==> config.mk <==
export PLATFORM = sky130hd
export DESIGN_NAME = clkseq_ctrl
export DESIGN_NICKNAME = d
export VERILOG_FILES = /design/src/rtl/clkseq_pkg.sv /design/src/rtl/clkseq_lock.sv /design/src/rtl/clkseq_refmon.sv /design/src/rtl/clkseq_regs.sv /design/src/rtl/clkseq_ctrl.sv
export SDC_FILE = /design/constraint.sdc
export NUM_CORES = 1
export LEC_CHECK = 0
export BUFFER_PORTS_ARGS = -buffer_cell sky130_fd_sc_hd__buf_2
export CAP_MARGIN = 5
export CORE_MARGIN = 4
export CORE_UTILIZATION = 48
export CTS_CLUSTER_DIAMETER = 30
export DETAILED_ROUTE_END_ITERATION = 8
export GPL_TIMING_DRIVEN = 0
export PLACE_DENSITY_LB_ADDON = 0.15
export SLEW_MARGIN = 10
export SYNTH_ARGS = -nofsm -noshare
export SYNTH_HDL_FRONTEND = slang
export SYNTH_HIERARCHICAL = 1
export SYNTH_SLANG_ARGS = --single-unit
==> constraint.sdc <==
create_clock -name clk -period 2.02 [get_ports clk]
set_clock_uncertainty 0.2 [all_clocks]
set_input_delay 0 -clock clk [delete_from_list [all_inputs] [get_ports clk]]
set_output_delay 0 -clock clk [all_outputs]
set_load 0.01 [all_outputs]
==> src/rtl/clkseq_pkg.sv <==
package clkseq_pkg;
  localparam int MULT_W = 4;
  localparam int DSEL_W = 2;
  localparam int STS_W  = DSEL_W + 3;

  typedef enum logic [1:0] {
    SRC_OSC  = 2'd0,
    SRC_HALF = 2'd1,
    SRC_PLL  = 2'd2,
    SRC_LIMP = 2'd3
  } clk_src_e;

  // post-divide expressed as a shift amount
  function automatic logic [1:0] div_shift(input logic [DSEL_W-1:0] dsel);
    case (dsel)
      2'd0:    return 2'd2;
      2'd3:    return 2'd0;
      default: return 2'd1;
    endcase
  endfunction

  // source priority: limp, relock fallback, bypass, multiplied
  function automatic clk_src_e pick_src(input logic lost, input logic busy,
                                        input logic mult_zero);
    if (lost)      return SRC_LIMP;
    if (busy)      return SRC_HALF;
    if (mult_zero) return SRC_OSC;
    return SRC_PLL;
  endfunction
endpackage

==> src/rtl/clkseq_lock.sv <==
module clkseq_lock #(
  parameter int LOCK_CYCLES = 1024
) (
  input  logic clk,
  input  logic rst_n,
  input  logic start,
  output logic busy,
  output logic locked,
  output logic done
);
  localparam int CW = $clog2(LOCK_CYCLES + 1);
  logic [CW-1:0] cnt;

  assign done = busy && (cnt == CW'(LOCK_CYCLES - 1));

  always_ff @(posedge clk or negedge rst_n) begin
    if (!rst_n) begin
      busy   <= 1'b0;
      locked <= 1'b0;
      cnt    <= '0;
    end else if (start) begin
      busy   <= 1'b1;
      locked <= 1'b0;
      cnt    <= '0;
    end else if (done) begin
      busy   <= 1'b0;
      locked <= 1'b1;
    end else if (busy) begin
      cnt <= cnt + 1'b1;
    end
  end
endmodule

==> src/rtl/clkseq_refmon.sv <==
module clkseq_refmon #(
  parameter int MISS_TIMEOUT = 64
) (
  input  logic clk,
  input  logic rst_n,
  input  logic ref_in,
  input  logic mask,
  output logic lost,
  output logic ref_edge,
  output logic miss_hit
);
  localparam int CW = $clog2(MISS_TIMEOUT + 1);
  logic [2:0]    ref_sh;
  logic [CW-1:0] gap;

  assign ref_edge = ref_sh[2] ^ ref_sh[1];
  assign miss_hit = (gap == CW'(MISS_TIMEOUT)) && !mask;

  always_ff @(posedge clk or negedge rst_n) begin
    if (!rst_n) begin
      ref_sh <= '0;
      gap    <= '0;
      lost   <= 1'b0;
    end else begin
      ref_sh <= {ref_sh[1:0], ref_in};
      if (mask || ref_edge)              gap <= '0;
      else if (gap != CW'(MISS_TIMEOUT)) gap <= gap + 1'b1;
      if (miss_hit) lost <= 1'b1;
    end
  end
endmodule

==> src/rtl/clkseq_regs.sv <==
module clkseq_regs
  import clkseq_pkg::*;
#(
  parameter int DATA_W = 8
) (
  input  logic              clk,
  input  logic              rst_n,
  input  logic              wr_en,
  input  logic              wr_sel,
  input  logic              wr_unlock,
  input  logic [DATA_W-1:0] wr_data,
  input  logic              lock_busy,
  output logic [MULT_W-1:0] mult_q,
  output logic [DSEL_W-1:0] dsel_q,
  output logic              mask_q,
  output logic              mult_wr_ok,
  output logic              sts_wr_ok
);
  localparam int MASK_BIT = DSEL_W;

  logic              ctl_wr, sts_wr;
  logic [MULT_W-1:0] mult_new;
  logic              unused_hi;

  assign unused_hi  = ^wr_data[DATA_W-1:MULT_W];
  assign ctl_wr     = wr_en && wr_unlock && !wr_sel;
  assign sts_wr     = wr_en && wr_unlock && wr_sel;
  assign mult_new   = wr_data[MULT_W-1:0];
  assign mult_wr_ok = ctl_wr && (mult_new != mult_q) &&
                      ((mult_new == '0) || (dsel_q == '0));
  assign sts_wr_ok  = sts_wr && !lock_busy;

  always_ff @(posedge clk or negedge rst_n) begin
    if (!rst_n) begin
      mult_q <= '0;
      dsel_q <= '0;
      mask_q <= 1'b0;
    end else begin
      if (mult_wr_ok) mult_q <= mult_new;
      if (sts_wr)     mask_q <= wr_data[MASK_BIT];
      if (sts_wr_ok)  dsel_q <= wr_data[DSEL_W-1:0];
    end
  end
endmodule

==> src/rtl/clkseq_ctrl.sv <==
module clkseq_ctrl
  import clkseq_pkg::*;
#(
  parameter int LOCK_CYCLES  = 1024,
  parameter int MISS_TIMEOUT = 64,
  parameter int DATA_W       = 8
) (
  input  logic              clk,
  input  logic              rst_n,
  input  logic              wr_en,
  input  logic              wr_sel,
  input  logic              wr_unlock,
  input  logic [DATA_W-1:0] wr_data,
  input  logic              ref_in,
  output logic [MULT_W-1:0] mult_q,
  output logic [1:0]        clk_src,
  output logic [1:0]        div_log2,
  output logic [STS_W-1:0]  status_q
);
  logic [DSEL_W-1:0] dsel_q;
  logic mask_q, lock_start, sts_wr_ok;
  logic lock_busy, lock_flag, lock_done;
  logic ref_lost, ref_edge, miss_hit;

  clkseq_regs #(.DATA_W(DATA_W)) u_regs (
    .clk(clk), .rst_n(rst_n), .wr_en(wr_en), .wr_sel(wr_sel),
    .wr_unlock(wr_unlock), .wr_data(wr_data), .lock_busy(lock_busy),
    .mult_q(mult_q), .dsel_q(dsel_q), .mask_q(mask_q),
    .mult_wr_ok(lock_start), .sts_wr_ok(sts_wr_ok)
  );

  clkseq_lock #(.LOCK_CYCLES(LOCK_CYCLES)) u_lock (
    .clk(clk), .rst_n(rst_n), .start(lock_start),
    .busy(lock_busy), .locked(lock_flag), .done(lock_done)
  );

  clkseq_refmon #(.MISS_TIMEOUT(MISS_TIMEOUT)) u_refmon (
    .clk(clk), .rst_n(rst_n), .ref_in(ref_in), .mask(mask_q),
    .lost(ref_lost), .ref_edge(ref_edge), .miss_hit(miss_hit)
  );

  assign clk_src  = pick_src(ref_lost, lock_busy, mult_q == '0);
  assign div_log2 = ref_lost ? 2'd1 : div_shift(dsel_q);
  assign status_q = {lock_flag, ref_lost, mask_q, dsel_q};
endmodule

==> metrics.md <==
| Metric | Value |
|---|---|
| Io pins | `27` |
| Sw power | `0.000917 W` |
| Residual DRC | `0` |
| Die footprint | `4570 sq um` |
| Slew HR | `0.555` |
| Dpl cells | `227` |
| Routed WL | `3860 um` |
| Initial Utilization | `0.504` |
| Met3 Wirelength | `189 um` |
| Worst-Skew Late Latency | `0.32 ns` |
| Internal | `0.00147 W` |
| First-pass GRT wire length | `6410 um` |
| Maximum achievable frequency | `498 MHz` |
| DR top layer | `met4` |
| Final period utilization | `0.994` |
| Pre-antenna DRT Iters | `4` |
| VDD IR max | `0.672 mV` |
| Routed vias | `1414` |
| Share of cells above drive strength 1 | `0.299` |
| Longest Clk Path Bufs | `2` |
| Clock network fraction of total power | `0.142` |
| Final Max Slew Viols | `0` |
| Tot GR Track Use | `0.190` |
| Core area | `3390 sq um` |
| Synthesized Nets | `177` |
| Routability cong. | `0.748` |
| Status | `complete, no violations` |
| Post-route ant nets | `0` |
| Num rows | `21` |
| Largest net degree at the start of global routing | `32` |
| Max-Cap Viols | `0` |
| Diodes inserted | `0` |
| Cells after Synth | `159` |
| CP Launch Type | `flip-flop` |
| Comb power frac | `0.436` |
| Vias in the first global route | `1360` |
| Endpoint type of the worst setup path | `flip-flop` |
| Die Wd | `67.6 um` |
| CTS tree | `done` |
| Initial antenna violation count | `0` |
| H-Tree Depth | `2` |
| Yosys warns | `6` |
| DR iter-0 viols | `136` |
| Cell area after synthesis | `1710 sq um` |
| GR Overflow Total | `0` |
| I/O Buffers | `22` |
| Sequential share of power | `0.423` |
| Reg2Reg Setup Slack | `0.01 ns` |
| Worst hold path class | `in -> async` |
| Area growth syn-to-layout | `22.9%` |
| Worst-path cell chain | `nor2_2, o2111ai_4, a22o_1, dlygate4sd3_1` |
| Leakage | `0.902 nW` |
| Critical path peak fanout | `5` |
| Hold WS | `0.0275 ns` |
| Arrival @ worst endpoint | `2.01 ns` |
| Power density over cell area | `1140 nW/um^2` |
| Final setup violation count | `0` |
| Tmin final | `2.01 ns` |
| WL per Instance | `15.6 um` |
| Drt via density | `5.72` |
| Clock-pin slew on the worst setup and hold paths | `0.09 ns` |
| Die Ht | `67.6 um` |
| Final hold vios | `0` |
| Clock root buffer | `clkbuf_4` |
| WP data required | `2.02 ns` |
| Wl on met1 | `1680 um` |
| Mean post-synth cell area | `10.7 sq um` |
| Measured slew at the worst slew-check pin | `0.668 ns` |
| DP Wirelength | `2490 um` |
| Layout Nets | `218` |
| Slowest CP cell | `dlygate4sd3_1` |
| CTS sink count | `31` |
| Met2 WL | `1910 um` |
| CP Class | `reg -> reg` |
| CTS buffer count | `5` |
| Fin util | `0.619` |
| FF-to-FF Start | `u_regs/dsel_q[1]` |
| Non-filler cells, final | `247` |
| Sw frac | `0.384` |
| Reg-to-reg endpoint | `u_regs/mult_q[0]` |
| Reg2reg path depth | `4` |
| CP max stage delay | `0.58 ns` |
-- worst max-delay path by stage --
stage                startpoint          endpoint  slack, ns  cells past startpoint
6_report       u_regs/dsel_q[1]  u_regs/mult_q[0]       0.01                      4
5_1_grt        u_regs/dsel_q[1]     u_lock/cnt[0]      -0.03                      6
4_1_cts        u_regs/dsel_q[1]     u_lock/cnt[0]       0.02                      6
3_5_place_dp   u_regs/dsel_q[1]     u_lock/cnt[6]      -0.17                      6
3_3_place_gp   u_regs/dsel_q[1]     u_lock/cnt[7]      -0.11                      6
2_1_floorplan  u_regs/dsel_q[1]     u_lock/cnt[7]       0.07                      6
-- state kept, by name, summed over array words and instances (netlist names) --
| register | cells |
|---|---|
| u_lock/cnt | 11 |
| u_regs/dsel_q | 2 |
| u_lock/busy | 1 |
| u_refmon/lost | 1 |
| u_regs/mask_q | 1 |
| u_lock/locked | 1 |
| u_regs/mult_q | 4 |
| u_refmon/ref_sh | 3 |
| u_refmon/gap | 7 |
-- repair_timing --
item	in CTS	in global routing
setup buffers	1	0
pin swaps	0	3
endpoints found under the setup margin	4	9
gates resized for setup	2	5
hold buffers	12	0
hold endpoints to repair	39	0
-- worst max-delay path, delay by kind of cell (launching register included) --
kind,cells,cell delay [ns]
AOI/OAI and AO/OA,2,0.46
and+or+nand+nor,1,0.21
buffers and inverters,1,0.58
DFF,1,0.44
-- stage by stage --
stage	power, W	instance area (sq um)	setup TNS [ns]	worst slack (ns)
floorplan	0.00163	1710	0	0.0693
global route	0.00257	2100	-0.0707	-0.0287
detailed placement	0.00192	1880	-0.437	-0.168
global placement	0.00187	1880	-0.266	-0.115
finish	0.00239	2100	0	0.0129
CTS	0.00236	2070	0	0.0168
-- power groups by stage --
stage / combinational, W / sequential [W] / clock, W
floorplan: 0.000638 / 0.000988 / 0
global placement: 0.000876 / 0.000993 / 0
detailed placement: 0.000921 / 0.00100 / 0
CTS: 0.00101 / 0.000998 / 0.000354
global route: 0.00114 / 0.00104 / 0.000388
finish: 0.00104 / 0.00101 / 0.000339
-- final cells by class --
type / count / area, sq um
flip-flops and latches: 31 / 776
repair buffers: 34 / 233
clock buffers: 7 / 45.0
fillers: 281 / 1290
plain buffers: 8 / 67.6
well taps: 46 / 57.6
multi-input cells: 111 / 880
inverters: 9 / 33.8
clock inverters: 1 / 5.00
-- layout by cell type (no fill, tap or decap), types with 2 or more instances in the layout --
master	instances
o21ai_0	2
nor2b_1	7
nand2_1	4
xnor2_1	4
buf_6	3
a22o_1	4
and2_2	2
a311oi_1	5
dlygate4sd3_1	12
nand3_2	2
clkbuf_4	5
xor2_1	3
nor4_4	2
nand3_1	6
clkbuf_1	3
a21oi_1	7
buf_4	5
mux2_2	6
and4_1	3
a31oi_1	2
ha_1	4
nor2_1	9
a211oi_1	4
buf_2	21
or2_2	3
nand4_1	5
o21bai_1	2
or3_1	2
a31o_2	2
dfrtp_1	31
inv_1	9
-- layer usage --
metal  track usage  vias to the layer above
li1              -                      674
met1         0.234                      693
met2         0.311                       40
met3        0.0433                        7
met4        0.0937                        0
met5             0                        -
No activity file was read; power rests on OpenSTA's default activity.
